$ cat src/rtl/cot_pkg.sv
package cot_pkg;

    typedef enum logic [2:0] {
        ST_HALT     = 3'd0,
        ST_IDLE     = 3'd1,
        ST_HS_ON    = 3'd2,
        ST_DT_TRAIL = 3'd3,
        ST_LS_ON    = 3'd4,
        ST_DT_LEAD  = 3'd5
    } cot_state_t;

endpackage

$ cat src/rtl/cot_interval_timer.sv
// Loadable down counter. last=1 marks the final cycle of an interval
// whose length is max(load_val,1).
module cot_interval_timer #(
    parameter int W = 8
) (
    input  logic         clk,
    input  logic         rst_n,
    input  logic         load,
    input  logic [W-1:0] load_val,
    output logic         last
);
    logic [W-1:0] cnt;

    always_ff @(posedge clk) begin
        if (!rst_n) begin
            cnt <= '0;
        end else if (load) begin
            cnt <= load_val;
        end else if (cnt != '0) begin
            cnt <= cnt - 1'b1;
        end
    end

    assign last = (cnt <= W'(1));
endmodule

$ cat src/rtl/cot_gate_fsm.sv
module cot_gate_fsm
    import cot_pkg::*;
(
    input  logic clk,
    input  logic rst_n,
    input  logic enable,
    input  logic fault,
    input  logic force_ls,
    input  logic mode_ccm,
    input  logic fb_below,
    input  logic valley_oc,
    input  logic zero_cross,
    input  logic ph_last,
    input  logic mo_last,
    output logic ph_load,
    output logic ph_is_on,
    output logic mo_load,
    output logic mo_clear,
    output logic hs_en,
    output logic ls_en,
    output logic cycle_start
);
    cot_state_t st, nxt;
    logic halt, start_ok, zc_stop;

    assign halt     = !enable || fault;
    assign start_ok = fb_below && !valley_oc && mo_last;
    assign zc_stop  = !mode_ccm && zero_cross;

    // State register and start pulse
    always_ff @(posedge clk) begin
        if (!rst_n) begin
            st          <= ST_HALT;
            cycle_start <= 1'b0;
        end else begin
            st          <= nxt;
            cycle_start <= (nxt == ST_HS_ON) && (st != ST_HS_ON);
        end
    end

    // Next state and interval loads
    always_comb begin
        nxt      = st;
        ph_load  = 1'b0;
        ph_is_on = 1'b0;
        mo_load  = 1'b0;
        mo_clear = 1'b0;
        if (halt) begin
            nxt      = ST_HALT;
            mo_load  = 1'b1;
            mo_clear = 1'b1;
        end else begin
            unique case (st)
                ST_HALT: nxt = ST_IDLE;
                ST_IDLE: begin
                    if (force_ls) begin
                        nxt = ST_LS_ON;
                    end else if (start_ok) begin
                        nxt      = ST_HS_ON;
                        ph_load  = 1'b1;
                        ph_is_on = 1'b1;
                    end
                end
                ST_HS_ON: begin
                    if (ph_last || force_ls) begin
                        nxt     = ST_DT_TRAIL;
                        ph_load = 1'b1;
                        mo_load = 1'b1;
                    end
                end
                ST_DT_TRAIL: begin
                    if (ph_last) begin
                        nxt = (zc_stop && !force_ls) ? ST_IDLE : ST_LS_ON;
                    end
                end
                ST_LS_ON: begin
                    if (force_ls) begin
                        nxt = ST_LS_ON;
                    end else if (zc_stop) begin
                        nxt = ST_IDLE;
                    end else if (start_ok) begin
                        nxt     = ST_DT_LEAD;
                        ph_load = 1'b1;
                    end
                end
                ST_DT_LEAD: begin
                    if (force_ls) begin
                        nxt = ST_LS_ON;
                    end else if (ph_last) begin
                        nxt      = ST_HS_ON;
                        ph_load  = 1'b1;
                        ph_is_on = 1'b1;
                    end
                end
                default: nxt = ST_HALT;
            endcase
        end
    end

    // Gate decode
    always_comb begin
        hs_en = (st == ST_HS_ON);
        ls_en = (st == ST_LS_ON);
    end
endmodule

$ cat src/rtl/cot_gate_seq.sv
module cot_gate_seq #(
    parameter int ON_W  = 10,
    parameter int OFF_W = 8,
    parameter int DT_W  = 4
) (
    input  logic             clk,
    input  logic             rst_n,
    input  logic             enable,
    input  logic             fault,
    input  logic             force_ls,
    input  logic             mode_ccm,
    input  logic             fb_below,
    input  logic             valley_oc,
    input  logic             zero_cross,
    input  logic [ON_W-1:0]  ton_cycles,
    input  logic [OFF_W-1:0] tmin_off_cycles,
    input  logic [DT_W-1:0]  tdead_cycles,
    output logic             hs_en,
    output logic             ls_en,
    output logic             cycle_start
);
    localparam int PH_W = (ON_W > DT_W) ? ON_W : DT_W;

    logic            ph_load, ph_is_on, ph_last;
    logic            mo_load, mo_clear, mo_last;
    logic [PH_W-1:0] ph_val;
    logic [OFF_W-1:0] mo_val;

    assign ph_val = ph_is_on ? PH_W'(ton_cycles) : PH_W'(tdead_cycles);
    assign mo_val = mo_clear ? '0 : tmin_off_cycles;

    cot_interval_timer #(.W(PH_W)) u_phase_tmr (
        .clk      (clk),
        .rst_n    (rst_n),
        .load     (ph_load),
        .load_val (ph_val),
        .last     (ph_last)
    );

    cot_interval_timer #(.W(OFF_W)) u_minoff_tmr (
        .clk      (clk),
        .rst_n    (rst_n),
        .load     (mo_load),
        .load_val (mo_val),
        .last     (mo_last)
    );

    cot_gate_fsm u_fsm (
        .clk         (clk),
        .rst_n       (rst_n),
        .enable      (enable),
        .fault       (fault),
        .force_ls    (force_ls),
        .mode_ccm    (mode_ccm),
        .fb_below    (fb_below),
        .valley_oc   (valley_oc),
        .zero_cross  (zero_cross),
        .ph_last     (ph_last),
        .mo_last     (mo_last),
        .ph_load     (ph_load),
        .ph_is_on    (ph_is_on),
        .mo_load     (mo_load),
        .mo_clear    (mo_clear),
        .hs_en       (hs_en),
        .ls_en       (ls_en),
        .cycle_start (cycle_start)
    );
endmodule

$ cat config.mk
export PLATFORM = sky130hd
export DESIGN_NAME = cot_gate_seq
export DESIGN_NICKNAME = d
export VERILOG_FILES = /design/src/rtl/cot_pkg.sv /design/src/rtl/cot_interval_timer.sv /design/src/rtl/cot_gate_fsm.sv /design/src/rtl/cot_gate_seq.sv
export SDC_FILE = /design/constraint.sdc
export NUM_CORES = 1
export LEC_CHECK = 0
export ABC_AREA = 1
export BUFFER_PORTS_ARGS = -buffer_cell sky130_fd_sc_hd__buf_2
export CAP_MARGIN = 20
export CORE_ASPECT_RATIO = 2
export CORE_UTILIZATION = 40
export CTS_BUF_LIST = sky130_fd_sc_hd__clkbuf_2
export CTS_CLUSTER_DIAMETER = 30
export DETAILED_ROUTE_END_ITERATION = 7
export GPL_TIMING_DRIVEN = 0
export PLACE_DENSITY = 0.63
export SYNTH_ARGS = -nofsm -noshare
export SYNTH_HDL_FRONTEND = slang
export SYNTH_SLANG_ARGS = --single-unit
$ cat constraint.sdc
create_clock -name clk -period 1.7 [get_ports clk]
set_input_delay 0.425 -clock clk [delete_from_list [all_inputs] [get_ports clk]]
set_output_delay 0.425 -clock clk [all_outputs]
set_load 0.05 [all_outputs]
# Yosys cells after proc, flatten, opt, wreduce, memory -nomap -nowiden
# Index checks and enable logic that the tools add are counted.
# Widths: inputs -> output; s select.
[totals]
regBits = 22
in_bits = 31
[classes]
eq_ne = 7
order_cmp = 2
reduce_logical = 16
n_mux = 32
add_sub_neg = 2
[op_table]
columns = ["cell", "count"]
rows = [
  ["$mux 3", 11],
  ["$mux 10", 3],
  ["$mux 8", 3],
  ["$pmux 3 s6", 1],
  ["$mux 1", 12],
  ["$le 10x1->1 const B", 1],
  ["$reduce_bool 10->1", 1],
  ["$sub 10x1->10 const B", 1],
  ["$eq 3x2->1 const B", 3],
  ["$le 8x1->1 const B", 1],
  ["$reduce_bool 8->1", 1],
  ["$sub 8x1->8 const B", 1],
  ["$eq 3x3->1 const B", 2],
  ["$logic_and 1x1->1", 5],
  ["$logic_not 1->1", 4],
  ["$pmux 1 s4", 1],
  ["$reduce_bool 2->1", 2],
  ["$eq 3x1->1 const B", 1],
  ["$logic_not 3->1", 1],
  ["$ne 3x2->1 const B", 1],
  ["$logic_or 1x1->1", 2],
  ["$pmux 1 s2", 1],
]

# Longest topological paths before layout
# Gate-level depths: netlist of run 1.
[depth]
word_depth = 10
depth_mapped = 15
mapped_depth_nobuf = 14

# Cells and area by module
# A second synthesis of run 1 with hierarchy kept.
[unflattened]
cells_unflattened = 289
area_unflattened_um2 = 1716.6
[modules_own_cells]
columns = ["module", "cells_each", "seq_area_each_um2", "area_per_inst_um2", "instances"]
rows = [
  ["cot_interval_timer at u_phase_tmr", 99, 200.2, 665.6, 1],
  ["cot_interval_timer at u_minoff_tmr", 84, 160.2, 540.5, 1],
  ["cot_gate_fsm", 63, 80.1, 340.3, 1],
  ["cot_gate_seq", 43, 0.0, 170.2, 1],
]

# Least setup slack after synthesis of run 1
# No wires, ideal clock.
[synth_path]
path_type = "register -> register"
start = "register u_fsm.st[1]"
end = "register u_phase_tmr.cnt[0]"
period_less_slack_ns = 1.983
slack_ns = -0.283
n_path_buf = 1
required_ns = 1.591
path_stages_with_launch = 11
setup_ns = 0.109
arrival_ns = 1.874
cell_sequence = "dfxtp_1 > nand2_1 > nor2_1 > nand2_2 > nand2_1 > o21ai_2 > buf_6 > o21ai_0 > nand2_1 > nand2_1 > inv_1"
[synth_between]
word_cells_on_any_way = 11
classes_between = "4 x eq/ne; 6 x mux; 1 x reduce/logical"
[synth_rtl]
columns = ["element", "line_no", "source"]
rows = [
  ["start: declaration", "cot_gate_fsm.sv:23", "cot_state_t st, nxt;"],
  ["start signal: assignment", "cot_gate_fsm.sv:36", "st <= nxt;"],
  ["$eq 3x2->1 (*)", "n/a", ""],
  ["via hs_en", "cot_gate_seq.sv:18", "output logic hs_en,"],
  ["$pmux 1 s4 (*)", "cot_gate_fsm.sv:53", "unique case (st)"],
  ["$mux 1 (*)", "cot_gate_fsm.sv:48", "if (halt) begin"],
  ["$mux 10 or $reduce_bool 2->1 (tied branches)", "n/a", ""],
  ["end signal: assignment", "cot_interval_timer.sv:18", "cnt <= load_val;"],
  ["end signal: assignment", "cot_interval_timer.sv:20", "cnt <= cnt - 1'b1;"],
  ["end: declaration", "cot_interval_timer.sv:12", "logic [W-1:0] cnt;"],
]
# The timed path passes the listed nets; every way through them passes the cells marked *.
# A chain may end at the register's enable or synchronous reset.

# Worst setup path after layout of run 1
[layout_path]
start = "register u_phase_tmr.cnt[0]"
end = "register u_phase_tmr.cnt[1]"
[layout_between]
elab_chain_len = 7
word_cells_on_any_way = 15
classes_between = "1 x add/sub; 1 x order compare; 10 x mux; 3 x reduce/logical"
[layout_lines]
columns = ["element", "line_no", "source"]
rows = [
  ["$le 10x1->1", "cot_interval_timer.sv:24", "assign last = (cnt <= W'(1));"],
  ["$mux 1", "cot_gate_fsm.sv:89", "end else if (ph_last) begin"],
  ["$mux 1", "cot_gate_fsm.sv:87", "if (force_ls) begin"],
  ["$pmux 1 s2", "cot_gate_fsm.sv:53", ""],
  ["$mux 1", "cot_gate_fsm.sv:48", ""],
  ["$mux 10", "cot_gate_seq.sv:29", "assign ph_val = ph_is_on ? PH_W'(ton_cycles) : PH_W'(tdead_cycles);"],
  ["$mux 10", "cot_interval_timer.sv:17", "end else if (load) begin"],
]
# Several ways; a longest one is shown, not always the timed one. The select of a mux whose other input is x is not followed.

==> results of run 1 <==
[critical path, cell delays in order, from the launching register on]
cell and delay [ns]:
dfxtp_4 0.45, inv_4 0.05, ha_4 0.16, o21ai_4 0.17, o21bai_1 0.11, nand2_2 0.15, nand2_4 0.08, o21ai_4 0.18
buf_6 0.15, nand3_2 0.06, nand2_2 0.06, clkinv_2 0.04, nand2_1 0.05, inv_1 0.03
[path summary, 6_finish.rpt]
kind                       start                  end  depth (start not counted)
max           u_phase_tmr.cnt[0]   u_phase_tmr.cnt[1]                         13
min           tmin_off_cycles[0]  u_minoff_tmr.cnt[0]                          3
max reg2reg   u_phase_tmr.cnt[0]   u_phase_tmr.cnt[1]                         13
min reg2reg  u_minoff_tmr.cnt[1]  u_minoff_tmr.cnt[1]                          2
[cell families (layout without fill, tap and decap cells)]
| family | after synthesis | after routing | synth area share, % |
|---|---|---|---|
| XOR/XNOR | 10 | 10 | 5.360 |
| buffers and inverters | 44 | 102 | 10.95 |
| AO/OA/AOI/OAI | 35 | 35 | 12.86 |
| AND/OR/NAND/NOR | 130 | 130 | 39.28 |
| adder cells (fa/ha/maj) | 6 | 6 | 4.594 |
| flip-flops | 22 | 22 | 26.95 |
[cell type report]
type / count / area [sq um] / share of cell area (%)
Buffer: 2 / 16.27 / 0.6952
Clock buffer: 3 / 15.01 / 0.6417
Clock inverter: 1 / 30.03 / 1.283
Inverter: 42 / 178.9 / 7.647
Multi-Input combinational cell: 181 / 1214 / 51.87
Sequential cell: 22 / 464.2 / 19.84
Tap cell: 51 / 63.81 / 2.727
Timing Repair Buffer: 54 / 357.8 / 15.29
[per-stage QoR]
step,setup TNS [ns],area [sq um],hold slack (ns)
final,-0.3863,2340,0.2547
after floorplan,-0.003383,1639,0.4903
after global placement,-2.961,1863,0.5137
after global routing,-1.892,2340,0.2679
after CTS,-0.1474,2083,0.2627
after detailed placement,-3.044,1863,0.5132
[sequential cells by signal, summed over array words and instances, names as in the netlist]
name	flops
u_fsm.st	3
u_phase_tmr.cnt	10
u_fsm.cycle_start	1
u_minoff_tmr.cnt	8
[metal layers]
| layer | GRT usage, % | up-vias | routed length (um) |
|---|---|---|---|
| li1 | - | 904 | - |
| met1 | 19.78 | 814 | 1553 |
| met2 | 45.25 | 41 | 2756 |
| met3 | 2.339 | 14 | 108 |
| met4 | 10.24 | 0 | 124 |
| met5 | 0 | - | 0 |
[cells in the mapped netlist]
master	count
a31oi_1	3
nor3_1	6
clkinv_4	1
o21ai_1	2
buf_2	1
nand2_4	3
nand4_1	5
o31ai_1	1
nand3_1	19
nor3_2	1
xnor2_1	4
nand3_4	1
o22ai_1	1
nor2_4	3
inv_1	36
a22oi_1	3
ha_1	6
inv_2	3
nor2_2	6
dfxtp_1	22
nor2_1	30
clkinv_1	2
a21oi_1	11
nand2_2	3
o21ai_2	1
o21ai_4	1
nand3b_1	2
or2_2	1
o21bai_1	1
o211ai_1	1
xor2_1	6
nand2_1	48
nand3_2	2
o21ai_0	10
buf_6	1
[what timing repair did]
action | CTS | global route
hold buffers | 0 | 0
gates cloned | 1 | 0
pin swaps | 7 | 20
setup buffers | 10 | 11
resized for setup | 34 | 52
hold endpoints to repair | 0 | 0
endpoints found under the setup margin | 22 | 22
[power by group through the flow]
stage / registers (mW) / logic [mW] / clock network (mW)
floorplan: 0.689 / 0.850 / 0
global placement: 0.707 / 1.04 / 0
detailed placement: 0.707 / 1.05 / 0
CTS: 0.724 / 1.23 / 0.393
global route: 0.748 / 1.51 / 0.404
finish: 0.740 / 1.37 / 0.389
==> metrics, run 1 <==
status=complete, but fails checks; failing checks=negative setup slack; DR iter-0 viols=22; Clock power frac=between 10% and 20%; # port buffers=32; Worst-Margin Slew=0.5987 ns; Skew-Pair Late Insertion Delay=0.37 ns; Max Cap Viol=0; global-route wire length before repair=7.272 mm; Critical Path RT=2.01 ns; fin nets=343; Yosys warning total=0; maximum VDD drop=0.6338 mV; die height=between 90 and 100 um; WL/cell=12.76 um; Worst slew margin=60.04%; Post-Synthesis Cell Area=0.001634 sq mm; most frequent cells in the layout=nand2_1 (37), buf_2 (31), inv_1 (29); vias in the first global route=1,817; Yosys cell types=35; Core Region=0.003884 sq mm; Sw Share=41.97%; post-route ant nets=0; final WL=4.542 mm; Psw=1.049 mW; vias per cell=4.980; fin. max-slew vios=0; gpl congestion=0.8273; register-to-register setup slack=-0.1 ns; die width=roughly 47 um; worst path arrival time=2.11 ns; commonest non-fill, non-tap cell in the layout=nand2_1; Final Hold Fails=0; endpoints failing setup=8; Clk pin slew, worst setup/hold paths=0.24 ns; TritonRoute pass-1 iters=4; RSZ-0062 raised after global routing=true; Final HPWL DP=about 3.3 mm; pin count of the biggest net entering global routing=14; CTS Sinks=22; pre-CTS setup slack=-0.2520 ns; Sequential Power Share=29.6%; H-Tree Depth=1; fmax=~560 MHz; Placed Cells=330; FP Rows=32; Die ar.=0.004360 sq mm; Crit Path Class=reg -> reg; min cycle time layout=~1.8 ns; gr usage total=22.67%; Worst Setup End Kind=flip-flop; crit path launch type=flip-flop; Synth area leader=dfxtp_1; Power Total=2.499 mW; initial antenna violation count=0; diodes inserted=0; fillers=389; Clock Tree Buf Depth=2; pwr dens=1068 mW/mm^2; Hold/Removal Path Class=in -> reg; syn_nets=284; syn avg cell area=6.616 sq um; total gr overflow=0; TritonCTS clock tree=built; crit path max fanout=5; Seq/Total Area, Yosys=26.95%; combinational share of power=54.8%; #FFs+latches synth=22; fin cells=356; CTS root buffer=clkbuf_2; layout cells sized above 1=44.59%; Mapped Cells=247; clock buffer count from CTS=3; cell-internal power=1.450 mW; Final Util=60.24%; skew final=0.006597 ns; IO Pins=34; leakage power=approximately 1.1 nW; final setup margin=-0.09848 ns; Vias=1,773; area grow syn2layout=43.19%; DRC=0; Initial Utilization=42.07%; area share of the largest cell type after synthesis=26.95%; period utilization=105.8%; dominant cells by area after synthesis=dfxtp_1 (27%), nand2_1 (11%), inv_1 (8.3%), nor2_1 (6.9%), nand3_1 (5.8%)
(Power assumes the default switching activity.)
==> inputs of run 2 (changes only) <==
--- a/config.mk
+++ b/config.mk
@@ -5,7 +5,6 @@
 export SDC_FILE = /design/constraint.sdc
 export NUM_CORES = 1
 export LEC_CHECK = 0
-export ABC_AREA = 1
 export BUFFER_PORTS_ARGS = -buffer_cell sky130_fd_sc_hd__buf_2
 export CAP_MARGIN = 20
 export CORE_ASPECT_RATIO = 2
==> run 2 against run 1 <==
Compared with the run above: via count rose by 0.23%; design area rose by 4.5%; first-iteration DRC count rose to 2.9 times the previous value; final cell count fell by 12%; utilization rose by 3.4 points; power rose by 15%; non-clock buffer count rose by 9; critical path depth fell by 7; flip-flop and latch count did not move; the flow still finishes with violations (negative setup slack); sequential power rose by 6.6%.
==> metrics, run 2 <==
cell family with most CP delay=simple AND/OR/NAND/NOR gates; die height=91.38 um (-1.1%); pwr dens=1177 mW/mm^2 (+10%); Core Region=0.003844 sq mm (-1.0%); max reg flops=10 (unchanged); worst path arrival time=2.11 ns (about the same); top flop regs=u_phase_tmr.cnt: 10 flops, u_minoff_tmr.cnt: 8 flops, u_fsm.st: 3 flops; EDFF count, synth=0 (unchanged); Synth Area in Compound Gates=20.20% (+7.3 points); Psw=1.262 mW (+20%); Critical Path RT=1.92 ns (-0.09 ns); Worst slew margin=62.51% (+2.5 points); fin cells=315 (-12%); gr usage total=23.68% (+1.0 points); Crit Path Class=reg -> reg; WL/cell=16.03 um (+26%); Worst-Margin Slew=0.5624 ns (-0.03632 ns); Final Hold Fails=0 (unchanged); IO Pins=34 (unchanged); Hold Buf Count CTS=0 (unchanged); area grow syn2layout=53.01%; DR iter-0 viols=63 (+190%); Skew-Pair Late Insertion Delay=0.32 ns (-0.05 ns); DRC=0 (unchanged); Max Cap Viol=0 (unchanged); Sequential Power Share=27.4% (-2.2 points); endpoints failing setup=19 (+11); Yosys warning total=0 (unchanged); leakage power=0.9463 nW (-14%); final WL=5.051 mm (+11%); initial antenna violation count=0 (unchanged); dominant cells by area after synthesis=dfxtp_1 (28%), nand2_1 (6.8%), nand3_1 (5.0%), ha_1 (4.7%), a21oi_1 (4.4%); Initial Utilization=41.57% (-0.51 points); period utilization=110.9% (+5.1 points); skew final=0.01657 ns (+0.009968 ns); # port buffers=32 (unchanged); die width=46.69 um (-1.1%); met3 Use GR=2.783% (+0.44 points); Mapped Cells=204 (-17%); GR Util met2=45.02% (-0.23 points); synth cell count leaders=nand2_1 (29), dfxtp_1 (22), nor2_1 (18); min cycle time layout=1.885 ns (+0.08660 ns); layout cells sized above 1=52.65% (+8.1 points); WP buf/inv=0 (-4); simple-gate portion of the synthesized area=30.07% (-9.2 points); global-route wire length before repair=7.493 mm (+3.0%); CTS root buffer=clkbuf_2; syn avg cell area=7.832 sq um (+18%); Worst Setup End Kind=flip-flop; TritonCTS clock tree=built; Yosys cell types=53 (+51%); status=complete, but fails checks; Largest Register=u_phase_tmr.cnt; Sw Share=43.87% (+1.9 points); total gr overflow=0 (unchanged); worst hold slack=0.2888 ns (+0.03408 ns); Final HPWL DP=3.472 mm (+5.6%); commonest non-fill, non-tap cell in the layout=buf_2; clock buffer count from CTS=3 (unchanged); TritonRoute pass-1 iters=4 (unchanged); most frequent cells in the layout=buf_2 (30), nand2_1 (26), buf_4 (19); failing checks=negative setup slack; CP max-delay cell=dfxtp_4; cell-internal power=1.615 mW (+11%); largest family of logic cells by synthesized area=simple AND/OR/NAND/NOR gates; syn_nets=241 (-15%); most frequent cell after synthesis=nand2_1; Die ar.=0.004267 sq mm (-2.2%); Synth area leader=dfxtp_1; combinational share of power=65.3% (+11 points); Post-Synthesis Cell Area=0.001598 sq mm (-2.2%); pre-CTS setup slack=-0.5560 ns (-0.3040 ns); #FFs+latches synth=22 (unchanged); FP Rows=32 (unchanged); vias in the first global route=1,703 (-6.3%); H-Tree Depth=1 (unchanged); Clock Tree Buf Depth=2 (unchanged); fin. max-slew vios=0 (unchanged); pin count of the biggest net entering global routing=12 (-2); Placed Cells=287 (-13%); RSZ-0062 raised after global routing=true; crit path max fanout=6 (+1); final setup margin=-0.1851 ns (-0.08660 ns); Hold/Removal Path Class=in -> reg; Vias=1,777 (+0.23%); Seq/Total Area, Yosys=27.56% (+0.61 points); fin nets=303 (-12%); Most used DFF post-synth=dfxtp_1; post-synthesis async set-or-reset flop share=0% (unchanged); GR Util met1=21.05% (+1.3 points); adder-cell area share of the yosys netlist=4.699% (+0.10 points); XOR/XNOR Fraction of Synth Area=7.126% (+1.8 points); diodes inserted=0 (unchanged); crit path launch type=flip-flop; maximum VDD drop=0.5704 mV (-10%); post-route ant nets=0 (unchanged); area share of the largest cell type after synthesis=27.56% (+0.61 points); Clock power frac=7.3% (-8.3 points); multiplexer area fraction after synthesis=4.072% (+4.1 points); CTS Sinks=22 (unchanged); gpl congestion=0.8774 (+6.1%); vias per cell=5.641 (+13%); max incr delay on CP=0.40 ns (-0.05 ns); CP cell instances=nor4_4 -> o2111ai_4 -> mux2i_4 -> a31oi_4 -> nor2_4 -> o31ai_2; GR peak layer=met2; fmax=530.5 MHz (-4.6%); Clk pin slew, worst setup/hold paths=0.23 ns (about the same)
==> run 2: power by group through the flow <==
| stage | combinational (mW) | clock, mW | sequential, mW |
|---|---|---|---|
| 6_report | 1.88 | 0.211 | 0.789 |
| 5_1_grt | 2.01 | 0.237 | 0.804 |
| 4_1_cts | 1.60 | 0.218 | 0.778 |
| 3_5_place_dp | 1.22 | 0 | 0.768 |
| 3_3_place_gp | 1.20 | 0 | 0.770 |
| 2_1_floorplan | 0.989 | 0 | 0.735 |
==> run 2: metal layers <==
| layer | part of all wire, % | vias to the layer above |
|---|---|---|
| li1 | - | 856 |
| met1 | 33 | 823 |
| met2 | 58 | 70 |
| met3 | 2.9 | 28 |
| met4 | 5.6 | 0 |
| met5 | 0 | - |
==> run 2: cells by family (layout without fill, tap and decap cells) <==
family,count (synthesis),after routing
buffers and inverters,15,75
adders and majority gates,6,6
DFF,22,22
xor gates and xnor gates,13,13
AOI/OAI and AO/OA,49,49
and+or+nand+nor,93,93
muxes,6,6
==> run 2: what timing repair did <==
| action | 4_1_cts | 5_1_grt |
|---|---|---|
| pin swaps | 22 | 12 |
| gates resized for setup | 56 | 26 |
| buffers inserted | 16 | 11 |
| setup endpoints to repair | 24 | 23 |
==> run 2: worst min-delay path: cells and delay by family <==
kind | cells | cell delay [ns]
AO/OA/AOI/OAI | 1 | 0.05
buffers and inverters | 1 | 0.10
AND/OR/NAND/NOR | 1 | 0.04
==> run 2: path summary, 6_finish.rpt <==
check / from / endpoint / slack (ns) / cells past startpoint
setup reg to reg: u_minoff_tmr.cnt[3] / u_phase_tmr.cnt[5] / -0.19 / 6
hold reg to reg: u_minoff_tmr.cnt[6] / u_minoff_tmr.cnt[6] / 0.61 / 3
setup / recovery: u_minoff_tmr.cnt[3] / u_phase_tmr.cnt[5] / -0.19 / 6
hold / removal: tmin_off_cycles[2] / u_minoff_tmr.cnt[2] / 0.29 / 3
==> run 2: area by class of cell <==
| type | count | area [sq um] |
|---|---|---|
| buffer | 6 | 68.82 |
| clock buffer | 3 | 15.01 |
| fill | 345 | 1399 |
| inverter | 7 | 31.28 |
| multi-input combinational | 167 | 1389 |
| sequential | 22 | 471.7 |
| tap | 51 | 63.81 |
| timing repair buffer | 59 | 405.4 |
==> run 2: metrics by stage <==
stage | total power, mW | area, sq um | TNS [ns] | util (%)
5_1_grt | 3.046 | 2445 | -3.959 | 63.61
3_5_place_dp | 1.986 | 1903 | -7.296 | 49.51
2_1_floorplan | 1.724 | 1679 | -1.662 | -
6_report | 2.878 | 2445 | -2.124 | 63.61
3_3_place_gp | 1.972 | 1903 | -7.658 | 49.51
4_1_cts | 2.591 | 2248 | -1.566 | 58.50
